`src/rtl/vcd_pkg.sv`:
```
// Package: shared constants for the vertical countdown processor.
// Assumes all lengths are expressed in half lines.
package vcd_pkg;
    localparam int MODE_W = 3;
endpackage

```
`src/rtl/vcd_window.sv`:
```
// Module: vcd_window
// Decodes the 3-bit mode into an acceptance window (lo..limit) and a sync
// enable. In the forced modes, lo equals limit and sync is disabled.
// Assumes the mode is static or changes only at a field boundary.
module vcd_window #(
    parameter int HL_W      = 10,
    parameter int NARROW_LO = 449,
    parameter int WIDE_LO   = 65,
    parameter int HI_AUTO   = 706,
    parameter int HI_60     = 594,
    parameter int F_525     = 525,
    parameter int F_625     = 625,
    parameter int F_524     = 524,
    parameter int F_624     = 624
) (
    input  logic [vcd_pkg::MODE_W-1:0] mode,
    output logic [HL_W-1:0]            lo,
    output logic [HL_W-1:0]            limit,
    output logic                       sync_en
);
    // Purpose: map the mode bits to window bounds or a fixed length.
    always_comb begin
        sync_en = !mode[1];
        if (mode[1]) begin
            if (mode[0]) limit = mode[2] ? HL_W'(F_624) : HL_W'(F_625);
            else         limit = mode[2] ? HL_W'(F_524) : HL_W'(F_525);
            lo = limit;
        end else begin
            lo    = mode[2] ? HL_W'(WIDE_LO) : HL_W'(NARROW_LO);
            limit = mode[0] ? HL_W'(HI_60)   : HL_W'(HI_AUTO);
        end
    end
endmodule

```
`src/rtl/vcd_counter.sv`:
```
// Module: vcd_counter
// Half-line field counter. It detects sync rising edges, holds an edge that
// arrives between ticks until the next tick, and ends the field on an
// in-window edge or when the length reaches the limit.
// Assumes limit never exceeds MAX_HL.
module vcd_counter #(
    parameter int HL_W   = 10,
    parameter int MAX_HL = 706
) (
    input  logic            clk,
    input  logic            rst_n,
    input  logic            hh_en,
    input  logic            vsync_in,
    input  logic [HL_W-1:0] lo,
    input  logic [HL_W-1:0] limit,
    input  logic            sync_en,
    output logic [HL_W-1:0] cnt_q,
    output logic [HL_W-1:0] len_now,
    output logic            acc_now,
    output logic            end_now
);
    logic sync_d;
    logic pend_q;
    logic rise;

    // Purpose: detect edges and decide acceptance and field end.
    always_comb begin
        rise    = vsync_in && !sync_d;
        len_now = cnt_q + HL_W'(1);
        acc_now = hh_en && sync_en && (pend_q || rise) &&
                  (len_now >= lo) && (len_now <= limit);
        end_now = hh_en && (acc_now || (len_now >= limit));
    end

    // Purpose: advance or restart the counter and track pending edges.
    always_ff @(posedge clk) begin
        if (!rst_n) begin
            cnt_q  <= '0;
            pend_q <= 1'b0;
            sync_d <= 1'b0;
        end else begin
            sync_d <= vsync_in;
            if (hh_en) begin
                pend_q <= 1'b0;
                cnt_q  <= end_now ? '0 : len_now;
            end else if (rise) begin
                pend_q <= 1'b1;
            end
        end
    end

    AST_CNT_BOUND: assert property (@(posedge clk) disable iff (!rst_n)
        cnt_q < HL_W'(MAX_HL));
    AST_IDLE_HOLD: assert property (@(posedge clk) disable iff (!rst_n)
        !hh_en |=> $stable(cnt_q));
endmodule

```
`src/rtl/vcd_pulse.sv`:
```
// Module: vcd_pulse
// Produces the one-clock restart pulse and the fixed-width vertical output.
// Assumes every field is longer than VOUT_HL ticks.
module vcd_pulse #(
    parameter int HL_W    = 10,
    parameter int VOUT_HL = 16
) (
    input  logic            clk,
    input  logic            rst_n,
    input  logic            hh_en,
    input  logic            end_now,
    input  logic [HL_W-1:0] cnt_q,
    output logic            vreset,
    output logic            vout
);
    // Purpose: register the restart pulse and time the output pulse width.
    always_ff @(posedge clk) begin
        if (!rst_n) begin
            vreset <= 1'b0;
            vout   <= 1'b0;
        end else begin
            vreset <= end_now;
            if (end_now)
                vout <= 1'b1;
            else if (hh_en && cnt_q == HL_W'(VOUT_HL - 1))
                vout <= 1'b0;
        end
    end

    AST_VRESET_SINGLE: assert property (@(posedge clk) disable iff (!rst_n)
        vreset |=> !vreset);
    AST_VOUT_START: assert property (@(posedge clk) disable iff (!rst_n)
        $rose(vout) |-> vreset);
endmodule

```
`src/rtl/vcd_status.sv`:
```
// Module: vcd_status
// Classifies each ended field (rate and standard length) and tracks lock
// through a saturating counter of consecutive fields without accepted sync.
// Assumes end_now, acc_now and len_now come from the same tick.
module vcd_status #(
    parameter int HL_W       = 10,
    parameter int SPLIT_HL   = 575,
    parameter int F_525      = 525,
    parameter int F_625      = 625,
    parameter int MISS_LIMIT = 2
) (
    input  logic            clk,
    input  logic            rst_n,
    input  logic            end_now,
    input  logic            acc_now,
    input  logic [HL_W-1:0] len_now,
    output logic            is_60hz,
    output logic            nonstd,
    output logic            locked
);
    localparam int MW = $clog2(MISS_LIMIT + 1);
    logic [MW-1:0] miss_q;

    // Purpose: update the flags and the miss count at each field end.
    always_ff @(posedge clk) begin
        if (!rst_n) begin
            is_60hz <= 1'b0;
            nonstd  <= 1'b0;
            locked  <= 1'b0;
            miss_q  <= '0;
        end else if (end_now) begin
            is_60hz <= len_now < HL_W'(SPLIT_HL);
            nonstd  <= !(len_now == HL_W'(F_525) || len_now == HL_W'(F_625));
            if (acc_now) begin
                locked <= 1'b1;
                miss_q <= '0;
            end else begin
                if (miss_q >= MW'(MISS_LIMIT - 1)) locked <= 1'b0;
                if (miss_q != MW'(MISS_LIMIT)) miss_q <= miss_q + MW'(1);
            end
        end
    end

    AST_LOCK_RISE: assert property (@(posedge clk) disable iff (!rst_n)
        $rose(locked) |-> $past(acc_now));
    AST_FLAGS_HOLD: assert property (@(posedge clk) disable iff (!rst_n)
        !end_now |=> $stable({is_60hz, nonstd, locked}));
endmodule

```
`src/rtl/vert_countdown.sv`:
```
// Module: vert_countdown (top)
// Vertical countdown processor in half-line steps: windowed sync lock,
// free-run and forced field lengths, output pulses and field status.
// Assumes hh_en pulses once per half line in the clk domain.
module vert_countdown #(
    parameter int NARROW_LO = 449,
    parameter int WIDE_LO   = 65,
    parameter int HI_AUTO   = 706,
    parameter int HI_60     = 594,
    parameter int F_525     = 525,
    parameter int F_625     = 625,
    parameter int F_524     = 524,
    parameter int F_624     = 624,
    parameter int SPLIT_HL  = 575,
    parameter int VOUT_HL   = 16,
    parameter int MISS_LIMIT = 2
) (
    input  logic       clk,
    input  logic       rst_n,
    input  logic       hh_en,
    input  logic       vsync_in,
    input  logic [2:0] mode,
    output logic       vreset,
    output logic       vout,
    output logic       is_60hz,
    output logic       nonstd,
    output logic       locked
);
    localparam int HL_W = $clog2(HI_AUTO + 1);

    logic [HL_W-1:0] lo, limit, cnt_q, len_now;
    logic            sync_en, acc_now, end_now;

    vcd_window #(
        .HL_W(HL_W), .NARROW_LO(NARROW_LO), .WIDE_LO(WIDE_LO),
        .HI_AUTO(HI_AUTO), .HI_60(HI_60), .F_525(F_525), .F_625(F_625),
        .F_524(F_524), .F_624(F_624)
    ) u_win (
        .mode(mode), .lo(lo), .limit(limit), .sync_en(sync_en)
    );

    vcd_counter #(.HL_W(HL_W), .MAX_HL(HI_AUTO)) u_cnt (
        .clk(clk), .rst_n(rst_n), .hh_en(hh_en), .vsync_in(vsync_in),
        .lo(lo), .limit(limit), .sync_en(sync_en), .cnt_q(cnt_q),
        .len_now(len_now), .acc_now(acc_now), .end_now(end_now)
    );

    vcd_pulse #(.HL_W(HL_W), .VOUT_HL(VOUT_HL)) u_pulse (
        .clk(clk), .rst_n(rst_n), .hh_en(hh_en), .end_now(end_now),
        .cnt_q(cnt_q), .vreset(vreset), .vout(vout)
    );

    vcd_status #(
        .HL_W(HL_W), .SPLIT_HL(SPLIT_HL), .F_525(F_525), .F_625(F_625),
        .MISS_LIMIT(MISS_LIMIT)
    ) u_stat (
        .clk(clk), .rst_n(rst_n), .end_now(end_now), .acc_now(acc_now),
        .len_now(len_now), .is_60hz(is_60hz), .nonstd(nonstd), .locked(locked)
    );
endmodule

```
`config.mk`:
```
export PLATFORM = sky130hd
export DESIGN_NAME = vert_countdown
export DESIGN_NICKNAME = d
export VERILOG_FILES = /design/src/rtl/vcd_pkg.sv /design/src/rtl/vcd_window.sv /design/src/rtl/vcd_counter.sv /design/src/rtl/vcd_pulse.sv /design/src/rtl/vcd_status.sv /design/src/rtl/vert_countdown.sv
export SDC_FILE = /design/constraint.sdc
export NUM_CORES = 1
export LEC_CHECK = 0
export BUFFER_PORTS_ARGS = -buffer_cell sky130_fd_sc_hd__buf_2
export CAP_MARGIN = 20
export CORE_MARGIN = 5
export CORE_UTILIZATION = 30
export DETAILED_ROUTE_END_ITERATION = 6
export GPL_TIMING_DRIVEN = 0
export SLEW_MARGIN = 20
export SYNTH_ARGS = -nofsm -noshare
export SYNTH_HDL_FRONTEND = slang
export SYNTH_SLANG_ARGS = --single-unit
```
`constraint.sdc`:
```
create_clock -name clk -period 4.52 [get_ports clk]
set_clock_uncertainty 0.05 [all_clocks]
set_input_delay 0.904 -clock clk [delete_from_list [all_inputs] [get_ports clk]]
set_output_delay 0.904 -clock clk [all_outputs]
set_load 0.02 [all_outputs]
```
==> results of run 1 <==
tightest hold or removal path, stage by stage, from the launching register on:
cell and delay (ps):
dfxtp_1 320, nand2_1 60, o22ai_1 60
layout make-up:
type                    count  share of cell area (%)
well taps                  70                   5.000
repair buffers             11                   3.143
clock inverters             1                  0.2857
plain buffers               9                   2.786
multi-input cells         145                   61.50
inverters                  15                   3.214
clock buffers               3                   2.357
flip-flops and latches     19                   21.71
synth_stat cells (2+ instances only):
cell type,count
nand4_2,2
nand3_1,4
xnor2_1,8
ha_1,16
o21ai_0,4
nor2_2,8
clkbuf_1,3
nor3b_1,3
dfxtp_1,19
xor2_1,9
a21boi_0,2
nand4_1,5
buf_4,3
and2_1,2
nand2_1,17
nor3b_2,2
nor2_1,16
inv_1,15
o21ai_1,2
o22ai_1,2
buf_2,3
o21ai_4,2
o31a_1,2
a21oi_1,10
o21bai_1,2
kinds of logic (layout without fill, tap and decap cells):
| group | after synthesis | count (layout) | synth area share [%] |
|---|---|---|---|
| mux | 1 | 1 | 0.6405 |
| flops | 19 | 19 | 24.34 |
| buf+inv | 24 | 39 | 6.725 |
| compound gates | 39 | 39 | 18.74 |
| simple gates | 71 | 71 | 26.50 |
| fa+ha+maj | 17 | 17 | 13.53 |
| xor+xnor | 17 | 17 | 9.528 |
registers in the layout, summed over array words and instances, names as in the netlist:
| register | flops |
|---|---|
| u_cnt.pend_q | 1 |
| u_cnt.sync_d | 1 |
| u_stat.miss_q | 2 |
| u_pulse.vout | 1 |
| u_stat.nonstd | 1 |
| u_pulse.vreset | 1 |
| u_cnt.cnt_q | 10 |
| u_stat.locked | 1 |
| u_stat.is_60hz | 1 |
per-layer routing:
metal	part of all wire [%]	wire [um]
met1	48	1618
met2	46	1556
met3	4.5	152
met4	0.80	27
met5	0	0
worst min-delay path by stage:
| stage | slack, ps | to | cells after the start |
|---|---|---|---|
| floorplan | 400 | u_stat.miss_q[0] | 2 |
| global placement | 410 | u_stat.miss_q[0] | 2 |
| detailed placement | 420 | u_stat.miss_q[0] | 2 |
| CTS | 430 | u_stat.miss_q[0] | 2 |
| global route | 460 | u_stat.miss_q[0] | 2 |
| finish | 430 | u_stat.miss_q[0] | 2 |
report_power, final:
part | switching [uW] | internal (uW)
clock | 60.4 | 61.4
combinational | 28.0 | 18.6
sequential | 4.83 | 170
total | 93.2 | 250
metrics by stage:
stage,std cells,setup slack [ps],util [%]
after floorplan,188,1502,-
after global placement,269,984.8,33.60
after detailed placement,269,953.9,33.60
after CTS,273,1038,34.52
after global routing,273,869.2,34.52
final,273,1045,34.52
==> impl_metrics.env, run 1 <==
export IMPL_min_path_type="flip-flop to flip-flop"
export IMPL_cp_data_required_time_ps=4670
export IMPL_path_class="flip-flop to flip-flop"
export IMPL_n_antenna_cell=0
export IMPL_grt_use_met1_pct=13.87
export IMPL_synth_top_area_share_pct=24.34
export IMPL_syn_inst=188
export IMPL_fmax_mhz=287.8
export IMPL_cts_sinks=19
export IMPL_worst_r2r_endpoint="u_cnt.cnt_q[6]"
export IMPL_relSlewSlack_pct=61.15
export IMPL_power_density_nw_per_um2=196.1
export IMPL_vdd_ir_drop_max_mv=0.06155
export IMPL_ys_seq_area_share_pct=24.34
export IMPL_seq_area_um2=380.4
export IMPL_multi_input_area_um2=1077
export IMPL_rr_worst_depth=11
export IMPL_dieArea_um2=6753
export IMPL_drt_iter0_markers=76
export IMPL_cp_slowest_cell="dfxtp_1"
export IMPL_ant_nets=0
export IMPL_netlist_area_um2=1563
export IMPL_max_cap_viol_count=0
export IMPL_setup_violations=0
export IMPL_syn2layout_area_growth_pct=12.09
export IMPL_synth_ff_type="dfxtp_1"
export IMPL_status="finished, final reports clean"
export IMPL_gr_usage_met3_pct=2.928
export IMPL_grt_use_met2_pct=18.50
export IMPL_finalSetupTns_ps=0
export IMPL_reg2reg_from="u_cnt.cnt_q[0]"
export IMPL_grt_overflow_total=0
export IMPL_portBuffers=11
export IMPL_hold_viol=0
export IMPL_yosysWarnings=0
export IMPL_wl_um=3355
export IMPL_gp_congestion=0.8040
export IMPL_grt_pass1_wl_um=5699
export IMPL_crit_start="u_cnt.cnt_q[0]"
export IMPL_fin_hold_ws_ps=428.9
export IMPL_dieWidth_um=82.18
export IMPL_vias=1310
export IMPL_cp_depth=11
export IMPL_antenna_found_initial=0
export IMPL_mostFrequentLayoutCell="dfxtp_1"
export IMPL_synth_seq_cells=19
export IMPL_final_net_count=227
export IMPL_dpl_hpwl_um=2587
export IMPL_fp_dieH_um=82.18
export IMPL_slew_violations=0
export IMPL_post_cts_resized=0
export IMPL_synth_edf_count=0
export IMPL_row_count=26
export IMPL_wl_per_cell_um=12.29
export IMPL_dpl_cell_area_um2=1705
export IMPL_cp_cell_sequence="ha_1 -> nand3_4 -> xnor2_1 -> ha_1 -> nor2b_1 -> o211a_1 -> a211o_1 -> o31a_1 -> o21ai_4 -> nand2_4 -> nor2_1"
export IMPL_syn_area_per_cell_um2=8.312
export IMPL_period_minus_slack_ps=3475
export IMPL_post_cts_buffers=0
export IMPL_htreeDepth=1
export IMPL_ctsHoldBuffers=0
export IMPL_cp_common_cell="ha_1"
export IMPL_yosys_area_top_type="dfxtp_1"
export IMPL_dr_pass1_iters=4
export IMPL_synthArstFlopShare_pct=0
export IMPL_grt_max_degree=12
export IMPL_core_area_um2=5075
export IMPL_worst_skew_pair_late_latency_ps=260
export IMPL_max_stage_delay_ps=540
export IMPL_cp_buffers_inverters=0
export IMPL_grt_busiest_layer="met2"
export IMPL_min_period_over_period_pct=76.88
export IMPL_worst_pin_slew_ps=582.8
export IMPL_crit_path_max_fanout=10
export IMPL_p_leak_uw=0.0007210
export IMPL_rsz0062_at_grt="no"
export IMPL_cts_tree="yes"
export IMPL_clock_root_buffer="clkbuf_8"
export IMPL_min_from="u_stat.miss_q[0]"
export IMPL_design_area_um2=1752
export IMPL_critical_path_startpoint_type="flip-flop"
export IMPL_cpLargestDelayFamily="compound AO/OA/AOI/OAI gates"
export IMPL_grt_pass1_vias=1234
export IMPL_drive_gt1_share_pct=22.17
export IMPL_drc=0
export IMPL_synth_cell_types=52
export IMPL_cts_buffers=3
export IMPL_cts_buffer_depth=2
export IMPL_pin_count=12
export IMPL_cts_clk_slew_worst_paths_ps=80
export IMPL_final_cell_mix="dfxtp_1 (19), nand2_1 (17), nor2_1 (16), ha_1 (16), inv_1 (15)"
export IMPL_reg2reg_setup_slack_ps=1040
export IMPL_crit_arrival_ps=3620
export IMPL_fillers=561
export IMPL_synth_nets=211
export IMPL_crit_end="u_cnt.cnt_q[6]"
export IMPL_initial_core_util_pct=30.79
export IMPL_critPathCaptureType="flip-flop"
export IMPL_power_uw=343.4
export IMPL_ys_top_cells_by_area="dfxtp_1 (24%), ha_1 (13%), xor2_1 (5.0%), xnor2_1 (4.5%), nand2_1 (4.1%)"
export IMPL_grtUsageTotal_pct=10.88
export IMPL_via_per_inst=4.799
(Power assumes the default switching activity.)
==> run 2: changes to the inputs <==
==> constraint.sdc (replaced) <==
create_clock -name clk -period 3 [get_ports clk]
set_clock_uncertainty 0.05 [all_clocks]
set_input_delay 0.6 -clock clk [delete_from_list [all_inputs] [get_ports clk]]
set_output_delay 0.6 -clock clk [all_outputs]
set_load 0.02 [all_outputs]
==> run 2 against run 1 <==
Effect of this change: routed wire length increased by 11%; count of clock-buffer cells in the layout unchanged; sequential share of layout area decreased by 2.2 points; cell count increased by 4.0%; critical path depth increased by 4; global-route usage increased by 0.60 points; maximum frequency increased by 21%; clock power increased by 50%; combinational power increased by 73%; hold slack about the same; critical path type unchanged.
==> impl_metrics.env, run 2 (synthesis results as in run 1) <==
export IMPL_cp_buffers_inverters=3
export IMPL_worst_pin_slew_ps=604.2
export IMPL_row_count=26
export IMPL_drc=0
export IMPL_p_sw_share_pct=27.71
export IMPL_p_int_uw=382.3
export IMPL_dieWidth_um=82.18
export IMPL_cts_tree="yes"
export IMPL_max_cap_viol_count=0
export IMPL_gr_usage_met3_pct=2.928
export IMPL_n_antenna_cell=0
export IMPL_dpl_hpwl_um=2587
export IMPL_dieArea_um2=6753
export IMPL_via_per_inst=4.940
export IMPL_grt_max_degree=12
export IMPL_hold_viol=0
export IMPL_pwr_share_seq_pct=50.1
export IMPL_dp_cells=269
export IMPL_status="finished, final reports clean"
export IMPL_min_from="u_stat.miss_q[0]"
export IMPL_wl_per_cell_um=13.08
export IMPL_fp_dieH_um=82.18
export IMPL_reg2reg_from="u_cnt.cnt_q[4]"
export IMPL_fmax_mhz=347.3
export IMPL_period_minus_slack_ps=2879
export IMPL_wl_um=3716
export IMPL_grt_use_met1_pct=14.36
export IMPL_grt_use_met2_pct=20.03
export IMPL_power_density_nw_per_um2=265.9
export IMPL_cts_buffer_depth=2
export IMPL_cp_cell_sequence="clkbuf_4 -> nand3_2 -> nor2_4 -> xnor2_2 -> inv_1 -> ha_1 -> nand2_1 -> o21ai_0 -> a21oi_1 -> maj3_2 -> o21ai_4 -> o21ai_4 -> buf_12 -> a311oi_2 -> nor3b_2"
export IMPL_min_to="u_stat.miss_q[0]"
export IMPL_crit_arrival_ps=2980
export IMPL_core_area_um2=5075
export IMPL_largest_register_ff_count=10
export IMPL_cpLargestDelayFamily="compound AO/OA/AOI/OAI gates"
export IMPL_crit_path_max_fanout=7
export IMPL_fillers=532
export IMPL_rr_worst_depth=15
export IMPL_slew_violations=0
export IMPL_cts_buffers=3
export IMPL_drt_iter0_markers=115
export IMPL_grt_pass1_wl_um=6003
export IMPL_final_cell_count_no_fill=284
export IMPL_clock_root_buffer="clkbuf_8"
export IMPL_top_register="u_cnt.cnt_q"
export IMPL_reg2reg_setup_slack_ps=120
export IMPL_cp_slowest_cell="maj3_2"
export IMPL_power_frac_clock_pct=34.7
export IMPL_relSlewSlack_pct=59.72
export IMPL_syn2layout_area_growth_pct=27.30
export IMPL_holdPathStages=2
export IMPL_antenna_found_initial=0
export IMPL_finalSetupTns_ps=0
export IMPL_grtUsageTotal_pct=11.48
export IMPL_cts_sinks=19
export IMPL_initial_core_util_pct=30.79
export IMPL_p_comb_share_pct=15.2
export IMPL_worst_skew_pair_late_latency_ps=260
export IMPL_drive_gt1_share_pct=33.18
export IMPL_min_path_type="flip-flop to flip-flop"
export IMPL_min_period_over_period_pct=95.98
export IMPL_path_class="flip-flop to flip-flop"
export IMPL_grt_pass1_vias=1307
export IMPL_largest_registers="u_cnt.cnt_q x10, u_stat.miss_q x2"
export IMPL_vias=1403
export IMPL_gp_congestion=0.8040
export IMPL_grt_overflow_total=0
export IMPL_cp_common_cell="o21ai_4"
export IMPL_ant_nets=0
export IMPL_ctsHoldBuffers=0
export IMPL_mostFrequentLayoutCell="nand2_1"
export IMPL_final_cell_mix="nand2_1 (17), dfxtp_1 (16), inv_1 (15)"
export IMPL_grt_busiest_layer="met2"
export IMPL_pin_count=12
export IMPL_portBuffers=11
export IMPL_net_switching_power_uw=146.6
export IMPL_critPathCaptureType="flip-flop"
export IMPL_p_leak_uw=0.0007931
export IMPL_critical_path_startpoint_type="flip-flop"
export IMPL_setup_violations=0
export IMPL_worst_r2r_endpoint="u_stat.is_60hz"
export IMPL_cts_clk_slew_worst_paths_ps=80
export IMPL_cp_data_required_time_ps=3100
export IMPL_vdd_ir_drop_max_mv=0.09211
export IMPL_final_net_count=238
export IMPL_htreeDepth=1
export IMPL_dr_pass1_iters=4
export IMPL_max_stage_delay_ps=320
[run 2: metrics by stage]
stage | total power [uW] | setup slack [ps] | area (um^2) | util (%) | hold WS (ps)
3_5_place_dp | 340.3 | -449.0 | 1705 | 33.60 | 424.1
2_1_floorplan | 316.8 | 43.96 | 1563 | - | 396.3
5_1_grt | 556.8 | -25.43 | 1989 | 39.20 | 461.0
6_report | 528.9 | 120.6 | 1989 | 39.20 | 428.9
4_1_cts | 532.4 | 1.684 | 1836 | 36.17 | 434.1
3_3_place_gp | 338.5 | -396.9 | 1705 | 33.60 | 406.8
[run 2: worst reg2reg max path, stage by stage, from the launching register on]
cell and delay (ps):
dfxtp_1 310, clkbuf_4 220, nand3_2 120, nor2_4 190, xnor2_2 170, inv_1 80, ha_1 290, nand2_1 60
o21ai_0 160, a21oi_1 70, maj3_2 320, o21ai_4 180, o21ai_4 90, buf_12 140, a311oi_2 270, nor3b_2 70
[run 2: per-layer routing]
metal | vias up | share of wire, %
met5 | - | 0
met4 | 0 | 1.4
met3 | 7 | 3.6
met2 | 25 | 50
met1 | 664 | 45
li1 | 707 | -
[run 2: power by group through the flow]
| stage | sequential [uW] | combinational, uW | clock, uW |
|---|---|---|---|
| 4_1_cts | 265 | 75.2 | 192 |
| 2_1_floorplan | 267 | 49.4 | 0 |
| 6_report | 265 | 80.6 | 183 |
| 3_3_place_gp | 269 | 69.2 | 0 |
| 5_1_grt | 266 | 92.0 | 199 |
| 3_5_place_dp | 269 | 71.0 | 0 |
[run 2: area by class of cell]
cell class,instances,area (um^2),share of cell area (%)
buffer,9,53.80,2.704
clock buffer,3,41.29,2.075
clock inverter,1,5.005,0.2516
inverter,15,56.30,2.830
multi-input combinational,146,1214,61.01
sequential,19,389.1,19.56
tap,70,87.58,4.403
timing repair buffer,21,142.6,7.170
[run 2: worst max path at each step]
stage	slack (ps)	startpoint	depth (start not counted)	endpoint
after floorplan	40	u_cnt.cnt_q[0]	11	u_stat.is_60hz
after global placement	-400	u_cnt.cnt_q[0]	11	u_cnt.cnt_q[3]
after detailed placement	-450	u_cnt.cnt_q[0]	11	u_cnt.cnt_q[6]
after CTS	2	u_cnt.cnt_q[4]	14	u_stat.is_60hz
after global routing	-30	u_cnt.cnt_q[4]	15	u_stat.is_60hz
final	120	u_cnt.cnt_q[4]	15	u_stat.is_60hz
[run 2: repair_timing]
item / in CTS / in global routing
gates resized for setup: 13 / 12
pin swaps: 3 / 7
gates cloned: 1 / 0
setup endpoints to repair: 17 / 16
setup buffers: 0 / 10
